[src/rtl/mtb_pkg.sv]
package mtb_pkg;

  // Register index inside one channel window.
  typedef enum logic [1:0] {
    RG_CSR  = 2'd0,
    RG_CNT  = 2'd1,
    RG_CMP  = 2'd2,
    RG_NONE = 2'd3
  } reg_sel_e;

  // Interrupt-enable position in the control/status word (both variants).
  localparam int IE_BIT = 5;

  // Number of registers in one channel window.
  localparam int REGS_PER_CH = 3;

  function automatic int flag_pos(input bit wide);
    return wide ? 15 : 7;
  endfunction

  function automatic int stride_shift(input bit wide);
    return wide ? 2 : 1;
  endfunction

endpackage

[src/rtl/mtb_decode.sv]
module mtb_decode
  import mtb_pkg::*;
#(
  parameter int NUM_CH    = 2,
  parameter int ADDR_W    = 8,
  parameter int CH_BASE   = 16,
  parameter int CH_STRIDE = 16,
  parameter int REG_SH    = 2
) (
  input  logic [ADDR_W-1:0] addr,
  output logic              hit_run,
  output logic [NUM_CH-1:0] ch_hit,
  output reg_sel_e          rsel
);

  localparam int WIN   = REGS_PER_CH << REG_SH;
  localparam int ALIGN = 1 << REG_SH;

  always_comb begin
    int off;
    hit_run = (addr == '0);
    ch_hit  = '0;
    rsel    = RG_NONE;
    off     = 0;
    for (int i = 0; i < NUM_CH; i++) begin
      off = int'(addr) - (CH_BASE + i * CH_STRIDE);
      if (off >= 0 && off < WIN && (off % ALIGN) == 0) begin
        ch_hit[i] = 1'b1;
        rsel      = reg_sel_e'(2'(off >> REG_SH));
      end
    end
  end

endmodule

[src/rtl/mtb_tick.sv]
module mtb_tick #(
  parameter int DIV = 8
) (
  input  logic clk,
  input  logic rst_n,
  input  logic run,
  output logic tick
);

  localparam int PW = (DIV > 1) ? $clog2(DIV) : 1;
  localparam logic [PW-1:0] LAST = PW'(DIV - 1);

  logic [PW-1:0] phase_q;

  // Phase only moves while running, so a halt preserves it.
  always_ff @(posedge clk or negedge rst_n) begin
    if (!rst_n)
      phase_q <= '0;
    else if (run)
      phase_q <= (phase_q == LAST) ? '0 : phase_q + 1'b1;
  end

  assign tick = run && (phase_q == LAST);

endmodule

[src/rtl/mtb_channel.sv]
module mtb_channel
  import mtb_pkg::*;
#(
  parameter int CNT_W   = 32,
  parameter int DIV     = 8,
  parameter int FLAG_HI = 15
) (
  input  logic             clk,
  input  logic             rst_n,
  input  logic             run,
  input  logic             wr_csr,
  input  logic             wr_cnt,
  input  logic             wr_cmp,
  input  logic [CNT_W-1:0] wdata,
  output logic [CNT_W-1:0] cnt,
  output logic [CNT_W-1:0] cmp,
  output logic [15:0]      csr_rd,
  output logic             flag,
  output logic             ie,
  output logic             irq
);

  localparam int OVR_BIT = FLAG_HI - 1;

  logic tick;
  logic hit;
  logic clr_flag, clr_ovr;
  logic [CNT_W-1:0] cnt_q, cmp_q;
  logic flag_q, ovr_q, ie_q;

  mtb_tick #(.DIV(DIV)) u_tick (
    .clk  (clk),
    .rst_n(rst_n),
    .run  (run),
    .tick (tick)
  );

  assign hit      = tick && (cnt_q == cmp_q);
  assign clr_flag = wr_csr && !wdata[FLAG_HI];
  assign clr_ovr  = wr_csr && !wdata[OVR_BIT];

  always_ff @(posedge clk or negedge rst_n) begin
    if (!rst_n) begin
      cnt_q  <= '0;
      cmp_q  <= '1;
      flag_q <= 1'b0;
      ovr_q  <= 1'b0;
      ie_q   <= 1'b0;
    end else begin
      // Software write beats an advance on the same edge.
      if (wr_cnt)
        cnt_q <= wdata;
      else if (tick)
        cnt_q <= hit ? '0 : cnt_q + 1'b1;

      if (wr_cmp)
        cmp_q <= wdata;

      // A hardware match wins over a clear on the same edge.
      flag_q <= hit | (flag_q & ~clr_flag);
      ovr_q  <= (hit & flag_q) | (ovr_q & ~clr_ovr);

      if (wr_csr)
        ie_q <= wdata[IE_BIT];
    end
  end

  always_comb begin
    csr_rd          = '0;
    csr_rd[FLAG_HI] = flag_q;
    csr_rd[OVR_BIT] = ovr_q;
    csr_rd[IE_BIT]  = ie_q;
  end

  assign cnt  = cnt_q;
  assign cmp  = cmp_q;
  assign flag = flag_q;
  assign ie   = ie_q;
  assign irq  = flag_q & ie_q;

endmodule

[src/rtl/match_timer_bank.sv]
module match_timer_bank
  import mtb_pkg::*;
#(
  parameter int NUM_CH    = 2,
  parameter bit WIDE      = 1'b1,
  parameter int DIV       = 8,
  parameter int ADDR_W    = 8,
  parameter int CH_BASE   = 16,
  parameter int CH_STRIDE = 16
) (
  input  logic              clk,
  input  logic              rst_n,
  input  logic              bus_sel,
  input  logic              bus_wr,
  input  logic [ADDR_W-1:0] bus_addr,
  input  logic [31:0]       bus_wdata,
  output logic [31:0]       bus_rdata,
  output logic [NUM_CH-1:0] irq
);

  localparam int CNT_W   = WIDE ? 32 : 16;
  localparam int REG_SH  = stride_shift(WIDE);
  localparam int FLAG_HI = flag_pos(WIDE);

  logic                         hit_run;
  logic [NUM_CH-1:0]            ch_hit;
  reg_sel_e                     rsel;
  logic                         bus_we;
  logic [NUM_CH-1:0]            run_q;
  logic [NUM_CH-1:0]            wr_csr_v, wr_cnt_v, wr_cmp_v;
  logic [NUM_CH-1:0]            flag_v, ie_v;
  logic [NUM_CH-1:0][CNT_W-1:0] cnt_v, cmp_v;
  logic [NUM_CH-1:0][15:0]      csr_v;

  mtb_decode #(
    .NUM_CH   (NUM_CH),
    .ADDR_W   (ADDR_W),
    .CH_BASE  (CH_BASE),
    .CH_STRIDE(CH_STRIDE),
    .REG_SH   (REG_SH)
  ) u_dec (
    .addr   (bus_addr),
    .hit_run(hit_run),
    .ch_hit (ch_hit),
    .rsel   (rsel)
  );

  assign bus_we = bus_sel && bus_wr;

  // Shared run register: one bit per channel.
  always_ff @(posedge clk or negedge rst_n) begin
    if (!rst_n)
      run_q <= '0;
    else if (bus_we && hit_run)
      run_q <= bus_wdata[NUM_CH-1:0];
  end

  for (genvar i = 0; i < NUM_CH; i++) begin : g_ch
    assign wr_csr_v[i] = bus_we && ch_hit[i] && (rsel == RG_CSR);
    assign wr_cnt_v[i] = bus_we && ch_hit[i] && (rsel == RG_CNT);
    assign wr_cmp_v[i] = bus_we && ch_hit[i] && (rsel == RG_CMP);

    mtb_channel #(
      .CNT_W  (CNT_W),
      .DIV    (DIV),
      .FLAG_HI(FLAG_HI)
    ) u_ch (
      .clk   (clk),
      .rst_n (rst_n),
      .run   (run_q[i]),
      .wr_csr(wr_csr_v[i]),
      .wr_cnt(wr_cnt_v[i]),
      .wr_cmp(wr_cmp_v[i]),
      .wdata (bus_wdata[CNT_W-1:0]),
      .cnt   (cnt_v[i]),
      .cmp   (cmp_v[i]),
      .csr_rd(csr_v[i]),
      .flag  (flag_v[i]),
      .ie    (ie_v[i]),
      .irq   (irq[i])
    );
  end

  always_comb begin
    bus_rdata = '0;
    if (hit_run)
      bus_rdata[NUM_CH-1:0] = run_q;
    for (int i = 0; i < NUM_CH; i++) begin
      if (ch_hit[i]) begin
        case (rsel)
          RG_CSR:  bus_rdata[15:0]      = csr_v[i];
          RG_CNT:  bus_rdata[CNT_W-1:0] = cnt_v[i];
          RG_CMP:  bus_rdata[CNT_W-1:0] = cmp_v[i];
          default: ;
        endcase
      end
    end
  end

endmodule

[config.mk]
export PLATFORM = sky130hd
export DESIGN_NAME = match_timer_bank
export DESIGN_NICKNAME = d
export VERILOG_FILES = /design/src/rtl/mtb_pkg.sv /design/src/rtl/mtb_decode.sv /design/src/rtl/mtb_tick.sv /design/src/rtl/mtb_channel.sv /design/src/rtl/match_timer_bank.sv
export SDC_FILE = /design/constraint.sdc
export NUM_CORES = 1
export LEC_CHECK = 0
export BUFFER_PORTS_ARGS = -buffer_cell sky130_fd_sc_hd__buf_2
export CAP_MARGIN = 20
export CORE_UTILIZATION = 24
export CTS_CLUSTER_DIAMETER = 40
export CTS_CLUSTER_SIZE = 30
export DETAILED_ROUTE_END_ITERATION = 7
export GPL_TIMING_DRIVEN = 0
export RECOVER_POWER = 25
export SLEW_MARGIN = 20
export SYNTH_ARGS = -nofsm -noshare
export SYNTH_HDL_FRONTEND = slang
export SYNTH_SLANG_ARGS = --single-unit
[constraint.sdc]
create_clock -name clk -period 3.2 [get_ports clk]
set_input_delay 0.64 -clock clk [delete_from_list [all_inputs] [get_ports clk]]
set_output_delay 0.64 -clock clk [all_outputs]
set_load 0.005 [all_outputs]
# --- Word level (Yosys, flattened, before mapping) ---
# Index checks and enable logic that the tools add are counted.
# W data, S select, Z words.
classes:
  n_addsub: 6
  magnitude_cmp: 4
  eq_ne: 6
  mux: 19
  bitwise_logic: 18
  reduce_logical: 32
op_table:
  columns: ["cell", "count"]
  rows:
  - ["$mux W32", 8]
  - ["$pmux W16 S3", 2]
  - ["$add A32 B1 Y32 const B", 2]
  - ["$eq A32 B32 Y1", 2]
  - ["$ge A32 B1 Y1 const B", 2]
  - ["$logic_not A32 Y1", 2]
  - ["$lt A32 B5 Y1 const B", 2]
  - ["$pmux W16 S2", 2]
  - ["$logic_and A1 B1 Y1", 22]
  - ["$and A1 B1 Y1", 10]
  - ["$sub A8 B5 Y9 const B", 1]
  - ["$sub A8 B6 Y9 const B", 1]
  - ["$logic_not A8 Y1", 1]
  - ["$add A3 B1 Y3 const B", 2]
  - ["$eq A3 B3 Y1 const B", 2]
  - ["$mux W2", 3]
  - ["$mux W3", 2]
  - ["$not A1 Y1", 4]
  - ["$or A1 B1 Y1", 4]
  - ["$reduce_bool A2 Y1", 2]
  - ["$reduce_or A2 Y1", 2]
  - ["$eq A2 B1 Y1 const B", 1]
  - ["$eq A2 B2 Y1 const B", 1]
  - ["$logic_not A1 Y1", 2]
  - ["2 further kinds", 3]
totals:
  regBits: 142
  input_bits: 44
  out_inout_bits: 34
  elab_cells: 98

# --- Logic depth before layout (Yosys ltp) ---
# Gate-level depths: netlist (run 1).
depth:
  ltp_word: 13
  ltp_mapped: 14
  ltp_nobuf: 12

# --- By module ---
# From an unflattened synthesis (run 1), not the netlist that was laid out.
unflattened:
  hier_cells: 977
  area_unflattened_um2: 9576.7
modules_own_cells:
  columns: ["module", "instances", "cells_each", "area_per_inst_um2", "seq_area_each_um2"]
  rows:
  - ["mtb_channel", 2, 384, 3902.5, 1716.6]
  - ["match_timer_bank", 1, 169, 1345.0, 50.0]
  - ["mtb_tick", 2, 10, 146.4, 75.1]
  - ["mtb_decode", 1, 20, 133.9, 0.0]

# --- Worst setup path after synthesis (run 1) ---
# No wires, ideal clock.
synth_timing:
  path_type: "input -> output"
  start: "in bus_addr[5]"
  end: "out bus_rdata[31]"
  t_arrival_ps: 2786
  required_time_ps: 2560
  slack_ps: -226
  cell_stages: 12
  n_path_buf: 2
  cell_sequence: "inv_1 ha_1 nor2b_1 xnor2_1 nand3_1 a21oi_1 nor2b_1 ha_1 clkbuf_1 clkbuf_1 a221oi_1 nor3_1"
synth_via:
  elab_chain_len: 11
  word_cells_on_any_way: 24
  cone_classes: "2 x add/sub; 4 x order compare; 2 x eq/ne; 8 x mux; 2 x bitwise; 6 x reduce/logical"
synth_lines:
  columns: ["item", "line", "source"]
  rows:
  - ["start, declared", "match_timer_bank.sv:15", "input logic [ADDR_W-1:0] bus_addr,"]
  - ["$sub A8 B5 Y9", "mtb_decode.sv:26", "off = int'(addr) - (CH_BASE + i * CH_STRIDE);"]
  - ["$ge A32 B1 Y1, or another cell as far along", "mtb_decode.sv:27", "if (off >= 0 && off < WIN && (off % ALIGN) == 0) begin"]
  - ["$logic_and A1 B1 Y1 or $logic_not A32 Y1 (tied branches)", "mtb_decode.sv:27", null]
  - ["$logic_and A1 B1 Y1", "mtb_decode.sv:27", null]
  - ["$mux W2 (2 in series)", "mtb_decode.sv:27", null]
  - ["$eq A2 B2 Y1 or $eq A2 B1 Y1 (tied branches)", "match_timer_bank.sv:90", "case (rsel)"]
  - ["$pmux W16 S2", "match_timer_bank.sv:90", null]
  - ["$mux W32", "match_timer_bank.sv:89", "if (ch_hit[i]) begin"]
  - ["$pmux W16 S2", "match_timer_bank.sv:90", null]
  - ["$mux W32 *", "match_timer_bank.sv:89", null]
  - ["end, declared", "match_timer_bank.sv:17", "output logic [31:0] bus_rdata,"]
# Every way passes the cells marked *; elsewhere a longest branch is shown, timed or not.

# --- Worst setup path in the final report (run 1) ---
layout_timing:
  start: "in bus_addr[5]"
  end: "out bus_rdata[15]"
layout_via:
  elab_chain_len: 11
  word_cells_on_any_way: 25
  cone_classes: "2 x add/sub; 4 x order compare; 2 x eq/ne; 8 x mux; 2 x bitwise; 7 x reduce/logical"
layout_lines:
  columns: ["item", "line"]
  rows:
  - ["$sub A8 B5 Y9", "mtb_decode.sv:26"]
  - ["$ge A32 B1 Y1, or another cell as far along", "mtb_decode.sv:27"]
  - ["$logic_and A1 B1 Y1 or $logic_not A32 Y1 (tied branches)", "mtb_decode.sv:27"]
  - ["$logic_and A1 B1 Y1", "mtb_decode.sv:27"]
  - ["$mux W2 (2 in series)", "mtb_decode.sv:27"]
  - ["$eq A2 B2 Y1, or another cell as far along", "match_timer_bank.sv:90"]
  - ["$pmux W16 S3", "match_timer_bank.sv:90"]
  - ["$mux W32", "match_timer_bank.sv:89"]
  - ["$pmux W16 S3", "match_timer_bank.sv:90"]
  - ["$mux W32 *", "match_timer_bank.sv:89"]
# Marked as above.

==> flow_summary.yaml, run 1 <==
timing:
  min_period_ns: 3.67
  slew_headroom: 0.0385
  tightest_slew_ns: 1.44
  rsz0062_at_grt: "true"
  setup_ws_ns: -0.470
  max_freq_ghz: 0.273
  hold_viol_final: 0
  period_share: 1.15
  hold_ws_ns: 0.491
  finalSetupTns_ns: -13.96
  setup_violations: 68
  drv_slew: 0
  fin_worst_skew_ns: 0.00843
power:
  clkPwrFrac: 0.492
  p_per_area_nw_per_um2: 343
  switching_share: 0.229
  internal_power_uw: 3160
  p_leak_uw: 0.00457
  ir_drop_mv: 0.366
  seq_power_share: 0.450
  power_uw: 4090
  power.switching_uw: 939
  power_frac_comb: 0.058
finish:
  final_cell_mix: "buf_2, nor2_1, dfrtp_1, mux2_2, dfstp_2"
  final_common_cell: "buf_2"
  drive_above_1_share: 0.383
  layout.nets: 1145
  area_growth_pct: 33.0
  fillerInstances: 3568
logic_synthesis:
  synth_edf_count: 0
  synthFlopType: "dfrtp_1"
  synth.cell_area_um2: 8990
  synthTopCellsByArea: "dfrtp_1, dfstp_2, mux2_2"
  yosys_warnings: 0
  synth_top_area_cell: "dfrtp_1"
  async_reset_ff_frac: 1.00
  postSynthCellCount: 969
  syn_avg_cell_area_um2: 9.28
  yosysSeqAreaShare: 0.404
  synth_top_area_frac: 0.217
  ys_ff_latch: 142
  synth_nets: 1025
  synth_cell_types: 55
floorplan:
  die-area_um2: 38200
  start_util: 0.245
  fp.coreArea_um2: 36700
  fp-row-count: 70
  die_y_um: 196
  die_w_um: 196
  io_pins: 78
critical_path:
  cp-end-kind: "output pin"
  worstPathArrival_ns: 3.03
  worstSetupPathType: "primary input to output pin"
  worstPathMaxFanout: 6
  crit_buf_inv: 5
  slowest_delay_ns: 0.45
  r2r_slack_ns: 0.26
  critPathLaunchType: "primary input"
  reg2reg_depth: 10
  reg2reg_from: "g_ch[0].u_ch.u_tick.phase_q[0]"
  path_cells: "buf_8 > inv_6 > ha_4 > nor2b_4 > xnor2_2 > nand3_2 > a21oi_4 > nor2b_4 > inv_2 > ha_4 > clkbuf_16 > a222oi_1 > o22ai_2 > buf_2"
  crit_family: "compound AO/OA/AOI/OAI gates"
  worstPathRequired_ns: 2.56
  cp.depth: 14
  worst_path_max_delay_cell: "a222oi_1"
  r2r-end: "g_ch[0].u_ch.cnt[30]"
min_path:
  holdCritPathClass: "flop to flop"
  min-delay-start: "g_ch[1].u_ch.u_tick.phase_q[0]"
  hold_end: "g_ch[1].u_ch.u_tick.phase_q[0]"
  min_delay_path_depth: 1
clocking:
  insertion_delay_ns: 0.43
  clkTransAtPathRegs_ns: 0.06
  cts_root_buf: "clkbuf_16"
  cts_tree: "done"
  clk_path_buf_depth: 2
  cts.sinks: 142
  ctsHoldBuffers: 0
  cts_made_buffers: 17
  htreeDepth: 4
route:
  wl_per_cell_um: 22.2
  route.vias.total: 8512
  drtPass1Iterations: 6
  drcViolationCount: 0
  drt-total-wl_um: 34800
  antenna_left: 0
  avgViaCountPerCell: 5.42
  initialDrtViolationCount: 928
global_routing:
  grt_pass1_wl_um: 52400
  antenna_found_initial: 1
  grt_start_max_net_pins: 87
  grt_usage: 0.181
  overflow: 0
  grt_pass1_vias: 8542
outcome:
  violations: "negative setup slack"
  outcome: "finished, violations left"
placed_design:
  portBuffers: 77
  dp_hpwl_um: 25500
  place_congestion: 0.909
job:
  maxCapViolCount: 0
logic make-up (layout without fill, tap and decap cells):
kind of cell | Yosys count | after routing | share of synthesized area
simple gates | 335 | 335 | 0.196
buf+inv | 93 | 226 | 0.0434
mux | 76 | 76 | 0.0945
other cells | 0 | 1 | 0
xor+xnor | 69 | 69 | 0.0672
compound gates | 242 | 242 | 0.178
fa+ha+maj | 12 | 12 | 0.0167
flops | 142 | 142 | 0.404
routing by layer:
metal	up-vias	share of wire	track usage	routed length [um]
met3	64	0.051	0.0259	1780
met5	-	0	0	0
li1	3852	-	-	-
met2	336	0.51	0.317	17600
met4	0	0.037	0.0700	1280
met1	4260	0.41	0.223	14200
sequential cells by signal, summed over array words and instances, names as in the netlist:
name and count:
run_q 2, g_ch.u_ch.flag 2, g_ch.u_ch.u_tick.phase_q 6, g_ch.u_ch.cnt 64, g_ch.u_ch.ie 2, g_ch.u_ch.ovr_q 2
g_ch.u_ch.cmp 64
synthesized netlist by cell type (all sizes together) (3+ instances only):
| cell type | number |
|---|---|
| mux2i | 5 |
| a31oi | 42 |
| nor2 | 84 |
| dfstp | 64 |
| xor2 | 57 |
| nand2 | 62 |
| nand2b | 7 |
| a222oi | 6 |
| dfrtp | 78 |
| nand4 | 14 |
| o311ai | 4 |
| o21a | 3 |
| nor3 | 30 |
| ha | 12 |
| o21ai | 56 |
| mux2 | 71 |
| clkbuf | 57 |
| nor2b | 12 |
| a21oi | 34 |
| o22ai | 15 |
| inv | 9 |
| xnor2 | 12 |
| and3 | 24 |
| and2 | 8 |
| nand4b | 9 |
| nand3b | 13 |
| nand3 | 29 |
| o211ai | 5 |
| or3 | 9 |
| a22oi | 29 |
| and4 | 8 |
| nor4 | 17 |
| a221oi | 37 |
| nor3b | 3 |
| buf | 27 |
how the worst max path moves through the flow:
stage | start | end | slack, ns
floorplan | bus_addr[5] | bus_rdata[23] | 0.001
global placement | bus_addr[5] | bus_rdata[19] | -0.90
detailed placement | bus_addr[5] | bus_rdata[19] | -1.01
CTS | bus_addr[6] | bus_rdata[15] | -0.36
global route | bus_addr[5] | bus_rdata[16] | -0.52
finish | bus_addr[5] | bus_rdata[15] | -0.47
cell type report:
cell class	instances	area [um2]	share of cell area
tap	468	586	0.0490
multi-input combinational	734	5870	0.491
inverter	9	41.3	0.00345
antenna	1	2.50	0.000209
timing repair buffer	104	627	0.0524
clock buffer	26	509	0.0426
buffer	81	609	0.0510
clock inverter	6	80.1	0.00670
sequential	142	3630	0.304
repair_timing:
action / 4_1_cts / 5_1_grt
endpoints found under the setup margin: 56 / 118
resized for setup: 163 / 46
setup buffers: 11 / 12
pin swaps: 24 / 18
gates cloned: 2 / 1
worst reg2reg max path, delay by kind of cell, from the launching register on:
family / cells / cell delay [ns]
buffers and inverters: 2 / 0.71
adders and majority gates: 2 / 0.33
DFF: 1 / 0.37
and+or+nand+nor: 4 / 1.08
AOI/OAI and AO/OA: 2 / 0.33
power by group through the flow:
stage,clock (uW),combinational [uW],sequential (uW)
6_report,2010,239,1840
5_1_grt,2120,260,1840
4_1_cts,2030,232,1840
3_5_place_dp,0,201,1870
3_3_place_gp,0,190,1870
2_1_floorplan,0,67.3,1860
through the flow:
step / instances / worst slack [ns] / cell area [um2] / utilization
after floorplan: 969 / 0.00146 / 9030 / -
after CTS: 1557 / -0.362 / 11700 / 0.318
after global placement: 1514 / -0.899 / 10000 / 0.273
after detailed placement: 1515 / -1.01 / 10000 / 0.274
final: 1571 / -0.470 / 12000 / 0.326
after global routing: 1571 / -0.523 / 12000 / 0.326
No activity file was read; power rests on OpenSTA's default activity.
==> inputs of run 2 (changes only) <==
--- a/config.mk
+++ b/config.mk
@@ -12,6 +12,8 @@
 export CTS_CLUSTER_SIZE = 30
 export DETAILED_ROUTE_END_ITERATION = 7
 export GPL_TIMING_DRIVEN = 0
+export HOLD_SLACK_MARGIN = 0.08
+export PLACE_DENSITY = 0.51
 export RECOVER_POWER = 25
 export SLEW_MARGIN = 20
 export SYNTH_ARGS = -nofsm -noshare
==> run 2 against run 1 <==
Against the previous run: the flow finishes with violations (max-capacitance violations, max-slew violations, negative setup slack); clock power rose by 6%; routed wire length rose by 3.6%; global-route usage rose by 0.64 points; non-clock buffer count rose by 8; worst hold slack got worse by 0.0098 ns; register-to-register slack improved by 0.06 ns; sequential share of layout area fell by 0.56 points; cell count rose by 0.45%; clock skew rose by 0.0017 ns; die area did not move; largest cell class unchanged.
==> flow_summary.yaml, run 2 (synthesized netlist as in run 1, its figures left out) <==
global_routing:
  top_usage_layer: "met2"
  grt_usage: 0.187
  grt_start_max_net_pins: 94
  grt_pass1_wl_um: 53300
  met3_usage: 0.0242
  use_met2: 0.314
  antenna_found_initial: 1
  grt_pass1_vias: 8402
  met1_usage: 0.239
  overflow: 0
power:
  switching_share: 0.248
  p_leak_uw: 0.00465
  seq_power_share: 0.435
  clkPwrFrac: 0.506
  ir_drop_mv: 0.387
  internal_power_uw: 3180
  p_per_area_nw_per_um2: 347
  power.switching_uw: 1050
  power_frac_comb: 0.059
critical_path:
  worstSetupPathType: "primary input to output pin"
  cp-end-kind: "output pin"
  worstPathArrival_ns: 3.01
  critPathLaunchType: "primary input"
  worstPathMaxFanout: 10
  worstPathRequired_ns: 2.56
  r2r_slack_ns: 0.32
timing:
  period_share: 1.14
  min_period_ns: 3.65
  max_freq_ghz: 0.274
  fin_worst_skew_ns: 0.0102
  tightest_slew_ns: 2.99
  slew_headroom: -0.993
  setup_ws_ns: -0.445
  rsz0062_at_grt: "true"
  hold_ws_ns: 0.481
  hold_viol_final: 0
  setup_violations: 94
  drv_slew: 50
floorplan:
  die_w_um: 196
  die-area_um2: 38200
  die_y_um: 196
  fp-row-count: 70
  io_pins: 78
  start_util: 0.245
  fp.coreArea_um2: 36700
finish:
  drive_above_1_share: 0.388
  final_cell_mix: "buf_2, nor2_1, dfrtp_1, mux2_2, dfstp_2"
  fin_util: 0.332
  final_common_cell: "buf_2"
  area_growth_pct: 35.5
  antennaDiodeCount: 0
  layout.nets: 1153
route:
  antenna_left: 0
  initialDrtViolationCount: 770
  avgViaCountPerCell: 5.44
  drt-total-wl_um: 36100
  wl_per_cell_um: 22.9
  drcViolationCount: 0
  route.vias.total: 8589
  drtPass1Iterations: 5
outcome:
  outcome: "finished, violations left"
  violations: "max-capacitance violations, max-slew violations, negative setup slack"
job:
  maxCapViolCount: 1
placed_design:
  dpl_worst_slack_ns: -0.887
  portBuffers: 77
  dp_hpwl_um: 26300
  place_congestion: 0.917
min_path:
  holdCritPathClass: "flop to flop"
clocking:
  cts_tree: "done"
  cts.sinks: 142
  cts_root_buf: "clkbuf_16"
  cts_made_buffers: 17
  htreeDepth: 4
  clk_path_buf_depth: 2
  insertion_delay_ns: 0.44
  clkTransAtPathRegs_ns: 0.07
==> run 2: layer usage <==
| layer | wire length (um) | up-vias |
|---|---|---|
| met1 | 15400 | 4342 |
| met5 | 0 | - |
| met3 | 1640 | 77 |
| met4 | 1660 | 0 |
| li1 | - | 3883 |
| met2 | 17400 | 287 |
==> run 2: final timing paths <==
path,start,to,depth (start not counted)
max,bus_addr[5],bus_rdata[17],14
min,g_ch[0].u_ch.u_tick.phase_q[0],g_ch[0].u_ch.u_tick.phase_q[0],1
max reg2reg,g_ch[1].u_ch.cmp[29],g_ch[1].u_ch.cnt[17],9
min reg2reg,g_ch[0].u_ch.u_tick.phase_q[0],g_ch[0].u_ch.u_tick.phase_q[0],1
max in group asynchronous,rst_n,g_ch[0].u_ch.cnt[5],1
min in group asynchronous,rst_n,g_ch[1].u_ch.cnt[11],1
==> run 2: critical path, stage by stage <==
cell and delay [ns]:
buf_8 0.09, inv_6 0.03, ha_4 0.15, xnor2_2 0.16, nand4b_1 0.20, a21oi_4 0.22
nor2b_4 0.20, buf_4 0.13, ha_4 0.17, clkbuf_8 0.17, clkbuf_16 0.18, a221oi_4 0.08
nor3_2 0.37, buf_2 0.19
==> run 2: what timing repair did <==
| item | 4_1_cts | 5_1_grt |
|---|---|---|
| setup endpoints to repair | 46 | 105 |
| hold endpoints to repair | 0 | 0 |
| setup buffers | 18 | 10 |
| pin swaps | 28 | 24 |
| hold buffers | 0 | 0 |
| cloned | 6 | 0 |
| gates resized for setup | 180 | 35 |
==> run 2: stage by stage <==
step / TNS (ns) / power [uW] / instances / area, um2
finish: -31.40 / 4230 / 1578 / 12200
global placement: -101.01 / 2060 / 1514 / 10000
detailed placement: -47.31 / 2070 / 1515 / 10000
floorplan: 0 / 1930 / 969 / 9030
global route: -44.11 / 4350 / 1578 / 12200
CTS: -19.06 / 4230 / 1568 / 11900
==> run 2: power by group through the flow <==
stage	registers, uW	clock network, uW	logic [uW]
final	1840	2140	250
after global placement	1870	0	194
after CTS	1840	2150	237
after global routing	1840	2240	271
after detailed placement	1870	0	202
after floorplan	1860	0	67.3
==> run 2: final cells by class <==
cell class                      instances  area (um2)
Buffer                                 81         621
Clock buffer                           20         489
Clock inverter                         12         129
Fill cell                            3642       24500
Inverter                                9        41.3
Multi-Input combinational cell        734        5930
Sequential cell                       142        3630
Tap cell                              468         586
Timing Repair Buffer                  112         753
==> inputs of run 3 (changes only) <==
--- a/config.mk
+++ b/config.mk
@@ -7,13 +7,16 @@
 export LEC_CHECK = 0
 export BUFFER_PORTS_ARGS = -buffer_cell sky130_fd_sc_hd__buf_2
 export CAP_MARGIN = 20
+export CELL_PAD_IN_SITES_DETAIL_PLACEMENT = 1
+export CELL_PAD_IN_SITES_GLOBAL_PLACEMENT = 2
 export CORE_UTILIZATION = 24
+export CTS_BUF_LIST = sky130_fd_sc_hd__clkbuf_4
 export CTS_CLUSTER_DIAMETER = 40
 export CTS_CLUSTER_SIZE = 30
 export DETAILED_ROUTE_END_ITERATION = 7
 export GPL_TIMING_DRIVEN = 0
 export HOLD_SLACK_MARGIN = 0.08
-export PLACE_DENSITY = 0.51
+export PLACE_DENSITY = 0.68
 export RECOVER_POWER = 25
 export SLEW_MARGIN = 20
 export SYNTH_ARGS = -nofsm -noshare
==> run 3 against run 2 <==
Against the previous run: the flow still finishes with violations (max-capacitance violations, max-slew violations, negative setup slack); power is 18% lower; critical endpoint is now bus_rdata[14]; non-clock buffer count is 3 higher; cell count up 0.32%; largest power group is now sequential cells; via count down 0.69%; critical path type unchanged; largest cell class unchanged.
==> flow_summary.yaml, run 3 (synthesized netlist as in run 1, its figures left out) <==
floorplan:
  fp.coreArea_um2: 36700
  die_y_um: 196
  io_pins: 78
  fp-row-count: 70
  start_util: 0.245
  die-area_um2: 38200
  die_w_um: 196
global_routing:
  antenna_found_initial: 1
  overflow: 0
  grt_start_max_net_pins: 85
  grt_pass1_wl_um: 58500
  grt_usage: 0.206
  grt_pass1_vias: 8973
power:
  p_per_area_nw_per_um2: 295
  power_uw: 3470
  p_leak_uw: 0.00448
  ir_drop_mv: 0.187
finish:
  final_common_cell: "buf_2"
  drive_above_1_share: 0.390
  final_cell_mix: "buf_2, nor2_1, dfrtp_1, mux2_2, dfstp_2"
  area_growth_pct: 30.6
  multi_input_area_um2: 5800
  seq_area_um2: 3630
  fillerInstances: 4154
  layout.nets: 1156
critical_path:
  cp-end-kind: "output pin"
  critPathLaunchType: "primary input"
  worstPathMaxFanout: 8
  r2r_slack_ns: 0.18
  worstSetupPathType: "primary input to output pin"
  worstPathArrival_ns: 2.98
  slowest_delay_ns: 0.48
  worst_path_max_delay_cell: "a222oi_1"
  worstPathRequired_ns: 2.56
  path_cells: "buf_8 > inv_6 > ha_4 > nor2b_4 > xnor2_2 > nand3_2 > a21oi_4 > nor2b_4 > inv_2 > ha_4 > clkbuf_16 > a222oi_1 > o22ai_2 > buf_2"
clocking:
  cts_root_buf: "clkbuf_4"
  htreeDepth: 4
  cts.sinks: 142
  clk_path_buf_depth: 2
  insertion_delay_ns: 0.59
  clkTransAtPathRegs_ns: 0.16
  cts_made_buffers: 17
  cts_tree: "done"
timing:
  setup_violations: 94
  setup_ws_ns: -0.422
  rsz0062_at_grt: "true"
  tightest_slew_ns: 2.35
  slew_headroom: -0.565
  fin_worst_skew_ns: 0.0270
  hold_ws_ns: 0.349
  drv_slew: 84
  hold_viol_final: 0
  period_share: 1.13
  min_period_ns: 3.62
  max_freq_ghz: 0.276
route:
  route.vias.total: 8530
  initialDrtViolationCount: 673
  drtPass1Iterations: 7
  wl_per_cell_um: 24.7
  drt-total-wl_um: 39100
  avgViaCountPerCell: 5.39
  drcViolationCount: 0
  antenna_left: 0
placed_design:
  portBuffers: 77
  dpl_worst_slack_ns: -1.05
  dp_hpwl_um: 28800
  place_congestion: 0.836
min_path:
  holdCritPathClass: "primary input to flop"
outcome:
  violations: "max-capacitance violations, max-slew violations, negative setup slack"
  outcome: "finished, violations left"
job:
  maxCapViolCount: 1
## run 3: routing by layer
| metal | GRT usage | vias up | part of all wire |
|---|---|---|---|
| met5 | 0 | - | 0 |
| met4 | 0.0706 | 0 | 0.034 |
| met3 | 0.0294 | 58 | 0.034 |
| met2 | 0.349 | 197 | 0.49 |
| met1 | 0.266 | 4389 | 0.44 |
| li1 | - | 3886 | - |
## run 3: path summary, 6_finish.rpt
path	from	to	cells past startpoint
max	bus_addr[6]	bus_rdata[14]	14
min	bus_wdata[25]	g_ch[1].u_ch.cnt[25]	3
max reg2reg	g_ch[1].u_ch.cnt[25]	g_ch[1].u_ch.cnt[18]	10
min reg2reg	g_ch[0].u_ch.u_tick.phase_q[0]	g_ch[0].u_ch.u_tick.phase_q[0]	1
max in group asynchronous	rst_n	g_ch[1].u_ch.ovr_q	2
min in group asynchronous	rst_n	g_ch[0].u_ch.u_tick.phase_q[1]	2
## run 3: report_power, final
group / switching (uW) / total (uW) / internal [uW]
sequential: 17.4 / 1840 / 1820
combinational: 160 / 251 / 91.1
clock: 814 / 1380 / 565
total: 992 / 3470 / 2480
## run 3: what timing repair did
action                     4_1_cts  5_1_grt
pin swaps                       30       13
hold endpoints to repair        28        0
gates resized for setup        166       26
hold buffers                     1        0
setup endpoints to repair       52      122
cloned                           2        4
buffers inserted                27        7
## run 3: stage by stage
stage | TNS, ns | utilization | std cells | cell area [um2]
2_1_floorplan | 0 | - | 969 | 9030
3_3_place_gp | -128.42 | 0.273 | 1514 | 10000
3_5_place_dp | -65.38 | 0.274 | 1515 | 10000
4_1_cts | -16.53 | 0.313 | 1570 | 11500
5_1_grt | -29.84 | 0.320 | 1582 | 11700
6_report | -26.33 | 0.320 | 1583 | 11700
## run 3: final cells by class
cell class,instances,share of cell area
plain buffers,81,0.0510
clock buffers,18,0.0115
repair buffers,115,0.0649
clock inverters,14,0.0157
multi-input cells,734,0.494
diodes,2,0.000426
well taps,468,0.0499
inverters,9,0.00352
flip-flops and latches,142,0.309
## run 3: worst max-delay path, delay by kind of cell
family | cells | cell delay [ns]
and+or+nand+nor | 3 | 0.49
xor gates and xnor gates | 1 | 0.13
adders and majority gates | 2 | 0.34
AOI/OAI and AO/OA | 3 | 0.80
buffers and inverters | 5 | 0.57
